--- src/rtl/ep_hs_pkg.sv ---
// Package: shared constants and types for the endpoint handshake controller.
// Assumes an 8-bit control register whose strobe positions are fixed.
package ep_hs_pkg;
    localparam int REG_W      = 8;
    localparam int POS_EN     = 0;
    localparam int POS_TOGRST = 3;
    localparam int POS_STCLR  = 4;
    localparam int POS_STREQ  = 5;
    localparam int HS_W       = 2;

    typedef enum logic [HS_W-1:0] {
        HS_NONE  = 2'b00,
        HS_ACK   = 2'b01,
        HS_STALL = 2'b10
    } hs_e;
endpackage

--- src/rtl/ep_cfg_reg.sv ---
// Module: enable and STALL flag storage with write-strobe decoding.
// Assumes the caller gates SETUP with the current enable (setup_hit).
module ep_cfg_reg
    import ep_hs_pkg::*;
#(
    parameter logic EN_RST = 1'b1
) (
    input  logic             clk,
    input  logic             rst_n,
    input  logic             bus_reset,
    input  logic             reg_wr,
    input  logic [REG_W-1:0] reg_wdata,
    input  logic             setup_hit,
    output logic             en_q,
    output logic             stall_q,
    output logic             tog_clr_stb
);
    logic stall_set;
    logic stall_clr;
    logic unused_wbits;

    // Decode the write-one strobes; none of them is stored
    always_comb begin
        stall_set   = reg_wr && reg_wdata[POS_STREQ];
        stall_clr   = (reg_wr && reg_wdata[POS_STCLR]) || setup_hit;
        tog_clr_stb = reg_wr && reg_wdata[POS_TOGRST];
    end

    assign unused_wbits = ^{reg_wdata[REG_W-1:POS_STREQ+1], reg_wdata[POS_TOGRST-1:POS_EN+1]};

    // Enable register: reset and bus reset restore the per-endpoint default
    always_ff @(posedge clk) begin
        if (!rst_n) begin
            en_q <= EN_RST;
        end else if (bus_reset) begin
            en_q <= EN_RST;
        end else if (reg_wr) begin
            en_q <= reg_wdata[POS_EN];
        end
    end

    // STALL flag: clear (write or SETUP) wins over set
    always_ff @(posedge clk) begin
        if (!rst_n) begin
            stall_q <= 1'b0;
        end else if (bus_reset || stall_clr) begin
            stall_q <= 1'b0;
        end else if (stall_set) begin
            stall_q <= 1'b1;
        end
    end
endmodule

--- src/rtl/ep_toggle_seq.sv ---
// Module: DATA0/DATA1 toggle sequencer.
// Assumes the event inputs are already qualified by enable and direction.
module ep_toggle_seq (
    input  logic clk,
    input  logic rst_n,
    input  logic bus_reset,
    input  logic setup_hit,
    input  logic tog_clr_stb,
    input  logic in_done,
    input  logic out_match,
    output logic tog_q
);
    // Toggle state: SETUP > forced clear > successful transfer flip
    always_ff @(posedge clk) begin
        if (!rst_n) begin
            tog_q <= 1'b0;
        end else if (bus_reset) begin
            tog_q <= 1'b0;
        end else if (setup_hit) begin
            tog_q <= 1'b1;
        end else if (tog_clr_stb) begin
            tog_q <= 1'b0;
        end else if (in_done || out_match) begin
            tog_q <= ~tog_q;
        end
    end
endmodule

--- src/rtl/ep_hs_resp.sv ---
// Module: combinational handshake selection and OUT PID match.
// Assumes state inputs come straight from registers.
module ep_hs_resp
    import ep_hs_pkg::*;
(
    input  logic            en_q,
    input  logic            stall_q,
    input  logic            tog_q,
    input  logic            ep_is_in,
    input  logic            evt_in_ack,
    input  logic            evt_out_ok,
    input  logic            out_pid_data1,
    output logic [HS_W-1:0] hs_code,
    output logic            in_done,
    output logic            out_match
);
    hs_e hs_sel;

    // Pick the handshake from enable and STALL state
    always_comb begin
        if (!en_q) begin
            hs_sel = HS_NONE;
        end else if (stall_q) begin
            hs_sel = HS_STALL;
        end else begin
            hs_sel = HS_ACK;
        end
    end

    assign hs_code = hs_sel;

    // Qualify transfer events by enable, direction and PID match
    always_comb begin
        in_done   = en_q && ep_is_in && evt_in_ack;
        out_match = en_q && !ep_is_in && evt_out_ok && (out_pid_data1 == tog_q);
    end
endmodule

--- src/rtl/ep_hs_ctrl.sv ---
// Module: top of the per-endpoint handshake controller.
// Assumes one event strobe per packet and single-cycle register writes.
module ep_hs_ctrl
    import ep_hs_pkg::*;
#(
    parameter int EP_INDEX = 0
) (
    input  logic             clk,
    input  logic             rst_n,
    input  logic             bus_reset,
    input  logic             reg_wr,
    input  logic [REG_W-1:0] reg_wdata,
    output logic [REG_W-1:0] reg_rdata,
    input  logic             ep_is_in,
    input  logic             evt_setup,
    input  logic             evt_in_ack,
    input  logic             evt_out_ok,
    input  logic             out_pid_data1,
    output logic [HS_W-1:0]  hs_code,
    output logic             data_pid1,
    output logic             stall_pending,
    output logic             out_keep
);
    localparam logic EN_RST = (EP_INDEX == 0);

    logic en_q;
    logic stall_q;
    logic tog_q;
    logic tog_clr_stb;
    logic setup_hit;
    logic in_done;
    logic out_match;

    // SETUP acts only on an enabled endpoint
    assign setup_hit = en_q && evt_setup;

    ep_cfg_reg #(.EN_RST(EN_RST)) u_cfg (
        .clk         (clk),
        .rst_n       (rst_n),
        .bus_reset   (bus_reset),
        .reg_wr      (reg_wr),
        .reg_wdata   (reg_wdata),
        .setup_hit   (setup_hit),
        .en_q        (en_q),
        .stall_q     (stall_q),
        .tog_clr_stb (tog_clr_stb)
    );

    ep_toggle_seq u_tog (
        .clk         (clk),
        .rst_n       (rst_n),
        .bus_reset   (bus_reset),
        .setup_hit   (setup_hit),
        .tog_clr_stb (tog_clr_stb),
        .in_done     (in_done),
        .out_match   (out_match),
        .tog_q       (tog_q)
    );

    ep_hs_resp u_resp (
        .en_q          (en_q),
        .stall_q       (stall_q),
        .tog_q         (tog_q),
        .ep_is_in      (ep_is_in),
        .evt_in_ack    (evt_in_ack),
        .evt_out_ok    (evt_out_ok),
        .out_pid_data1 (out_pid_data1),
        .hs_code       (hs_code),
        .in_done       (in_done),
        .out_match     (out_match)
    );

    // Read-back: only the enable is visible; strobe bits read 0
    always_comb begin
        reg_rdata         = '0;
        reg_rdata[POS_EN] = en_q;
    end

    assign data_pid1     = tog_q;
    assign stall_pending = stall_q;
    assign out_keep      = out_match;
endmodule

--- config.mk ---
export PLATFORM = sky130hd
export DESIGN_NAME = ep_hs_ctrl
export DESIGN_NICKNAME = d
export VERILOG_FILES = /design/src/rtl/ep_hs_pkg.sv /design/src/rtl/ep_cfg_reg.sv /design/src/rtl/ep_toggle_seq.sv /design/src/rtl/ep_hs_resp.sv /design/src/rtl/ep_hs_ctrl.sv
export SDC_FILE = /design/constraint.sdc
export NUM_CORES = 1
export LEC_CHECK = 0
export ABC_AREA = 1
export BUFFER_PORTS_ARGS = -buffer_cell sky130_fd_sc_hd__buf_4
export CORE_AREA = 2 2 39 41
export DETAILED_ROUTE_END_ITERATION = 12
export DIE_AREA = 0 0 41 43
export HOLD_SLACK_MARGIN = 0.03
export PLACE_DENSITY = 0.58
export SYNTH_ARGS = -nofsm -noshare
export SYNTH_HDL_FRONTEND = slang
export SYNTH_HIERARCHICAL = 1
export SYNTH_SLANG_ARGS = --single-unit
--- constraint.sdc ---
create_clock -name clk -period 1.6 [get_ports clk]
set_input_delay 0.16 -clock clk [delete_from_list [all_inputs] [get_ports clk]]
set_output_delay 0.16 -clock clk [all_outputs]
set_load 0.01 [all_outputs]
==> metrics.txt, run 1 <==
RSZ-0062 raised after global routing no; max cap viols 0; hold buffer count at CTS 0; Hold Crit Class primary input to flip-flop; critical path class flip-flop to output pin; largest net degree at the start of global routing 8; Synth Register Bits 3; Mapped Cells 50; Seq/Total Area, Yosys 0.201; worst hold margin 0.162 ns; Crit Path Max Fanout 7; Die Area about 1800 um2; status finished, final reports clean; pre-CTS setup slack roughly 0.45 ns; dominant combinational cell family by area after synthesis buffers and inverters; DRC errors left 0; dominant cells by area after synthesis dfxtp_1 20%, buf_4 20%, inv_1 15%, nand2_1 15%, nor2_4 7.5%; TritonCTS clock tree yes; antenna-violating nets left 0; fill count about 160; Slowest cell on crit path dfxtp_1; CP delay by family, top flip-flops; Vias/cell approximately 3.7; setup TNS 0 ns; number of I/O port buffers 18; Die Wd between 40 and 50 um; pwr/cell area about 660 nW/um2; Crit path arrival time 1.16 ns; Sink Count 3; Inserted Clock Buffers 3; gr usage total 0.0853; Synth Area in XOR/XNOR 0; layout cells sized above 1 0.357; Reg clk slew, reported paths about 0.030 ns; Critical Path End Type output pin; Max stage delay on crit path 0.43 ns; Final min period ~1.3 ns; Root Driver clkbuf_4; Post-layout nets a little under 90; diodes inserted 0; initial antenna violation count 0; R2R Setup Slk roughly 0.48 ns; synth warn 6; multi-input logic area between 150 and 200 um2; Max VDD drop slightly above 0.2 mV; Adder-Cell Fraction of Synth Area 0; Initial Util 0.216; Yosys top cell by area dfxtp_1; Max Slew Vio Count 0; Skew-Pair Late Insertion Delay between 0.2 and 0.25 ns; Vias ~320; Setup-failing EPs final 0; clock skew ~0.0015 ns; post-route setup slack about 0.28 ns; Area growth syn-to-layout 48.1%; first-pass GRT wire length between 800 and 900 um; Setup Buffers After CTS 0; wire per inst ~6.7 um; simple-gate area share of the yosys netlist 0.347; FMAX 757 MHz; Worst Path Required ~1.4 ns; Synth top area share 0.201; syn avg cell area roughly 6.0 um2; H-tree depth 1; CTS max path bufs 2; compound-cell area share of the yosys netlist 0.0879; leakage power 0.279 nW; io pins 30; DR pass1 iterations 2; Rows 14; storage element area between 60 and 70 um2; WL final ~580 um; CP cell instances nand3_1 -> nor2_1 -> buf_4; mapped cell area ~300 um2; Final HPWL DP slightly below 500 um; routability cong. slightly below 0.7; Core Box Area 1380 um2; Initial DRC Count 4; final core utilization 0.320; Final Hold Vio Count 0; Tcrit/Tclk final 0.825; mux cell area share after synthesis 0; Worst Path Buf+Inv 1; Overflow after GRT 0; Synth cell types 13; vias in the first global route approximately 230; post_cts resized 0; CP Launch Type flip-flop; chip height roughly 43 um
-- per-layer routing --
metal | track usage | vias to the layer above | wire length, um
met5 | 0 | - | 0
met4 | 0.120 | 0 | 0
met3 | 0.0314 | 0 | 76
met2 | 0.103 | 18 | 266
met1 | 0.0900 | 127 | 233
li1 | - | 170 | -
-- cells in the mapped netlist, drive strengths merged --
| cell | count |
|---|---|
| nand3 | 3 |
| nand2 | 12 |
| o21ai | 1 |
| o211ai | 1 |
| buf | 8 |
| conb | 1 |
| inv | 12 |
| a21oi | 2 |
| dfxtp | 3 |
| nor2 | 7 |
-- cell type report --
type                       count  share of cell area
multi-input combinational     33               0.353
timing repair buffer          18               0.305
sequential                     3               0.136
clock buffer                   4              0.0593
inverter                      12               0.102
tap                           16              0.0452
-- sequential cells by signal (all words and copies together) (netlist names) --
name,flops
u_cfg/en_q,1
u_cfg/stall_q,1
u_tog/tog_q,1
-- metrics by stage --
stage / power [mW] / cells / area (um2)
global route: 0.312 / 86 / 443
CTS: 0.298 / 86 / 443
global placement: 0.161 / 82 / 417
finish: 0.290 / 86 / 443
detailed placement: 0.162 / 82 / 417
floorplan: 0.138 / 56 / 322
-- cells in the final DEF (no fill, tap or decap) --
master,n
a21oi_1,1
a21oi_2,1
buf_4,18
clkbuf_1,1
clkbuf_4,3
conb_1,7
dfxtp_1,3
inv_1,12
nand2_1,12
nand3_1,3
nor2_1,4
nor2_2,1
nor2_4,2
o211ai_1,1
o21ai_0,1
-- cell families after synthesis --
group,after synthesis
AND/OR/NAND/NOR,22
buffers and inverters,20
AO/OA/AOI/OAI,4
flip-flops,3
other,1
-- worst register-to-register path: cells and delay by family, from the launching register on --
kind	cells	cell delay [ns]
AND/OR/NAND/NOR	5	0.53
AO/OA/AOI/OAI	1	0.11
flip-flops	1	0.43
-- where the power goes --
| part | leakage (nW) | switching (mW) | total, mW | internal [mW] |
|---|---|---|---|---|
| sequential | 0.0246 | 0.00438 | 0.0829 | 0.0785 |
| combinational | 0.239 | 0.0383 | 0.0777 | 0.0394 |
| clock | 0.0150 | 0.0365 | 0.130 | 0.0933 |
| total | 0.279 | 0.0792 | 0.290 | 0.211 |
-- worst paths after layout --
| path | startpoint | endpoint | cells past startpoint |
|---|---|---|---|
| setup / recovery | u_cfg/en_q | out_keep | 3 |
| hold / removal | reg_wdata[0] | u_cfg/en_q | 3 |
| setup reg to reg | u_cfg/en_q | u_tog/tog_q | 6 |
| hold reg to reg | u_tog/tog_q | u_tog/tog_q | 2 |
Power figures use the tool's default switching activity.
==> inputs of run 2 (changes only) <==
--- a/config.mk
+++ b/config.mk
@@ -11,7 +11,7 @@
 export DETAILED_ROUTE_END_ITERATION = 12
 export DIE_AREA = 0 0 41 43
 export HOLD_SLACK_MARGIN = 0.03
-export PLACE_DENSITY = 0.58
+export PLACE_DENSITY = 0.6
 export SYNTH_ARGS = -nofsm -noshare
 export SYNTH_HDL_FRONTEND = slang
 export SYNTH_HIERARCHICAL = 1
==> constraint.sdc (replaced) <==
create_clock -name clk -period 1.05 [get_ports clk]
set_input_delay 0.105 -clock clk [delete_from_list [all_inputs] [get_ports clk]]
set_output_delay 0.105 -clock clk [all_outputs]
set_load 0.01 [all_outputs]
==> run 2 against run 1 <==
Net effect:
- wire length is 15% higher
- sequential share of layout area shrank 0.97 points
- non-clock buffer count increased by 4
- power up 63%
- first-iteration DRC count is 75% lower
- critical path depth up 2
- flip-flop and latch count unchanged
- register-to-register slack worse by 0.46 ns
- via count is 7.6% higher
- cell area increased by 17%
- sequential power up 50%
- die area unchanged
- critical path type unchanged
==> metrics.txt, run 2 (synthesis gave the netlist of run 1 again) <==
Logic pwr share 0.313; sequential share of power 0.262; first-pass GRT wire length a little over 1000 um; Int Power around 0.34 mW; Initial Util 0.216; DR pass1 iterations 2; post-route setup slack roughly 0.009 ns; Switching Share 0.288; max cap viols 0; largest net degree at the start of global routing 6; number of I/O port buffers 18; Rows 14; HP Start reg_wdata[0]; Overflow after GRT 0; cell count after placement 85; fin cells 90; gr usage total 0.0944; Max Slew Vio Count 0; RSZ-0062 raised after global routing yes; Total Power 0.473 mW; Crit path arrival time between 0.9 and 1 ns; DRC errors left 0; Sink Count 3; Root Driver clkbuf_4; pre-CTS setup slack a little under 0.03 ns; Clock power frac 0.425; Critical Path End Type output pin; Worst Hold Depth 3; Area growth syn-to-layout 72.8%; Post-layout nets 92; Hold EP u_cfg/en_q; FMAX 960 MHz; wire per inst 7.34 um; Die Area between 1500 and 2000 um2; TritonCTS clock tree yes; Worst R2R Path Depth 9; Vias/cell about 3.8; Tcrit/Tclk final 0.992; clock skew 0.00314 ns; routability cong. 0.666; CP Launch Type flip-flop; Initial DRC Count 1; chip height approximately 43 um; Hold Crit Class primary input to flip-flop; setup TNS 0 ns; Max VDD drop ~0.29 mV; Worst Path Required about 0.94 ns; Final min period approximately 1.0 ns; Core Box Area roughly 1400 um2; vias in the first global route ~290; diodes inserted 0; io pins 30; critical path class flip-flop to output pin; fill count around 160; Reg2Reg Capture Point u_tog/tog_q; Final Hold Vio Count 0; WL final between 600 and 700 um; Reg clk slew, reported paths 0.04 ns; Global Route met2 Usage 0.128; antenna-violating nets left 0; pwr/cell area 916 nW/um2; Vias about 340; Final HPWL DP 549 um; Crit Path Max Fanout 3; Die Wd approximately 41 um; most common cell after layout, fill and taps aside buf_4; worst hold margin between 0.1 and 0.15 ns; Skew-Pair Late Insertion Delay around 0.23 ns; most frequent cells in the layout 19 x buf_4, 10 x inv_1, 8 x nand2_1, 7 x conb_1, 4 x nand2_2; Largest regs u_cfg/en_q (1), u_cfg/stall_q (1), u_tog/tog_q (1); met3 GRT Util 0.0314; Inserted Clock Buffers 3; Setup-failing EPs final 0; reg2reg start u_tog/tog_q; initial antenna violation count 0; GRT met1 Usage 0.0932; leakage power around 0.30 nW; R2R Setup Slk about 0.020 ns; H-tree depth 1; busiest layer in global routing met2; CTS max path bufs 2; layout cells sized above 1 0.541; status finished, final reports clean; Net Switching 0.136 mW
run 2: cell count changes in the layout (fill, tap and decap cells not counted), sizes merged:
cell / delta
buf: +4
run 2: area by class of cell:
cell class	count	area (um2)	area share
Sequential cell	3	65.1	0.126
Tap cell	16	20.0	0.0387
Inverter	12	45.0	0.0872
Clock buffer	4	26.3	0.0508
Multi-Input combinational cell	33	184	0.356
Timing Repair Buffer	22	176	0.341
run 2: critical path, stage by stage, from the launching register on:
cell and delay [ns]:
dfxtp_2 0.34, inv_2 0.04, nand2_2 0.05, nand2_2 0.05
nor2_4 0.11, buf_6 0.11
run 2: layer usage:
| layer | up-vias | share of wire |
|---|---|---|
| met5 | - | 0 |
| met4 | 0 | 0 |
| met3 | 0 | 0.10 |
| met2 | 20 | 0.50 |
| met1 | 141 | 0.39 |
| li1 | 178 | - |
run 2: repair_timing:
action / 4_1_cts / 5_1_grt
resized for setup: 5 / 9
hold buffers: 0 / 0
pin swaps: 2 / 4
buffers inserted: 1 / 0
endpoints found under the setup margin: 3 / 4
run 2: power by group through the flow:
stage | logic (mW) | clock network (mW) | registers, mW
4_1_cts | 0.143 | 0.208 | 0.125
3_3_place_gp | 0.132 | 0 | 0.125
2_1_floorplan | 0.0862 | 0 | 0.128
5_1_grt | 0.165 | 0.212 | 0.125
3_5_place_dp | 0.135 | 0 | 0.125
6_report | 0.148 | 0.201 | 0.124
run 2: how the worst max path moves through the flow:
stage	end	slack (ns)	startpoint	depth (start not counted)
after detailed placement	u_tog/tog_q	0.03	u_cfg/en_q	6
after global placement	u_tog/tog_q	0.08	u_cfg/en_q	6
after CTS	u_tog/tog_q	-0.007	u_tog/tog_q	9
after global routing	u_tog/tog_q	-0.05	u_tog/tog_q	9
after floorplan	u_tog/tog_q	0.02	u_tog/tog_q	8
final	out_keep	0.009	u_tog/tog_q	5
run 2: metrics by stage:
| stage | cell area, um2 | util |
|---|---|---|
| floorplan | 329 | - |
| global placement | 447 | 0.323 |
| detailed placement | 447 | 0.323 |
| CTS | 494 | 0.357 |
| global route | 517 | 0.373 |
| finish | 517 | 0.373 |
==> inputs of run 3 (changes only) <==
==> constraint.sdc (replaced) <==
create_clock -name clk -period 1.05 [get_ports clk]
set_input_delay 0.0525 -clock clk [delete_from_list [all_inputs] [get_ports clk]]
set_output_delay 0.0525 -clock clk [all_outputs]
set_load 0.01 [all_outputs]
==> run 3 against run 2 <==
Net effect:
- die area is the same
- non-clock buffer count shrank 1
- worst setup slack gained 0.033 ns
==> metrics.txt, run 3 (synthesis gave the netlist of run 1 again) <==
status finished, final reports clean; Critical Path End Type output pin; FMAX between 900 and 1000 MHz; most common cell after layout, fill and taps aside buf_4; Sink Count 3; fin cells 89; Post-layout nets 91; Initial Util 0.216; setup TNS 0 ns; Area growth syn-to-layout 62.8%; Final Hold Vio Count 0; most frequent cells in the layout 20 x buf_4, 11 x nand2_1, 11 x inv_1, 7 x conb_1; CP Launch Type flip-flop; TritonCTS clock tree yes; max cap viols 0; first-pass GRT wire length just under 1000 um; chip height 43 um; io pins 30; leakage power approximately 0.3 nW; Vias/cell 3.72; largest net degree at the start of global routing 6; cell count after placement 85; Max VDD drop 0.295 mV; wire per inst around 7 um; DRC errors left 0; gr usage total 0.0904; Max stage delay on crit path 0.35 ns; RSZ-0062 raised after global routing no; Vias 331; Worst R2R Path Depth 6; Final min period ~1.0 ns; vias in the first global route 279; CTS max path bufs 2; Reg clk slew, reported paths approximately 0.030 ns; Tcrit/Tclk final 0.960; initial antenna violation count 0; Crit Path Max Fanout 4; Worst Path Required 1.00 ns; antenna-violating nets left 0; worst hold margin 0.0509 ns; H-tree depth 1; Worst Hold Depth 3; Die Wd roughly 40 um; Overflow after GRT 0; reg2reg start u_cfg/en_q; DR pass1 iterations 1; Rows 14; Worst Path Buf+Inv 1; Setup-failing EPs final 0; Initial DRC Count 0; Crit path arrival time about 0.96 ns; pwr/cell area between 900 and 1000 nW/um2; R2R Setup Slk roughly 0.090 ns; Hold EP u_cfg/en_q; layout cells sized above 1 0.466; Reg2Reg Capture Point u_tog/tog_q; CP delay by family, top flip-flops; Hold Crit Class primary input to flip-flop; Final HPWL DP 549 um; Skew-Pair Late Insertion Delay 0.23 ns; diodes inserted 0; Core Box Area 1380 um2; Root Driver clkbuf_4; Die Area 1760 um2; clock skew 0.00286 ns; number of I/O port buffers 18; routability cong. roughly 0.67; Max Slew Vio Count 0; WL final about 620 um; Largest regs u_cfg/en_q (1), u_cfg/stall_q (1), u_tog/tog_q (1); HP Start reg_wdata[0]; critical path class flip-flop to output pin; Slowest cell on crit path dfxtp_2; Inserted Clock Buffers 3; CP cell instances nand3_2 -> nor2_4 -> buf_6
## run 3: area by class of cell
type                            count  area, um2
Clock buffer                        4       26.3
Fill cell                         154        897
Inverter                           12       45.0
Multi-Input combinational cell     33        171
Sequential cell                     3       62.6
Tap cell                           16       20.0
Timing Repair Buffer               21        161
## run 3: metrics by stage
stage	utilization	cell area, um2	worst slack, ns	power (mW)
3_5_place_dp	0.323	447	0.0293	0.260
2_1_floorplan	-	329	0.0186	0.214
5_1_grt	0.352	487	0.000665	0.493
4_1_cts	0.348	482	0.00681	0.471
3_3_place_gp	0.323	447	0.0761	0.258
6_report	0.352	487	0.0418	0.465
## run 3: what timing repair did
action,4_1_cts,5_1_grt
buffers inserted,0,0
pin swaps,1,3
setup endpoints to repair,1,2
gates resized for setup,4,2
hold buffers,0,0
## run 3: metal layers
layer / GRT usage / part of all wire
met2: 0.122 / 0.48
met1: 0.0868 / 0.40
met3: 0.0314 / 0.11
met4: 0.120 / 0
met5: 0 / 0
## run 3: tightest hold or removal path, stage by stage
cell,delay (ns)
buf_4,0.07
nand2_1,0.04
o211ai_1,0.08
## run 3: how the worst max path moves through the flow
stage / start / end / slack (ns) / depth (start not counted)
after CTS: u_tog/tog_q / out_keep / 0.007 / 5
final: u_cfg/en_q / out_keep / 0.04 / 3
after global placement: u_cfg/en_q / u_tog/tog_q / 0.08 / 6
after floorplan: u_tog/tog_q / u_tog/tog_q / 0.02 / 8
after global routing: u_cfg/en_q / out_keep / 0.0007 / 3
after detailed placement: u_cfg/en_q / u_tog/tog_q / 0.03 / 6
## run 3: power breakdown
| part | internal [mW] | switching (mW) | total [mW] |
|---|---|---|---|
| Combinational | 0.0704 | 0.0679 | 0.138 |
| Sequential | 0.120 | 0.00431 | 0.125 |
| Clock | 0.142 | 0.0591 | 0.202 |
| Total | 0.333 | 0.131 | 0.465 |
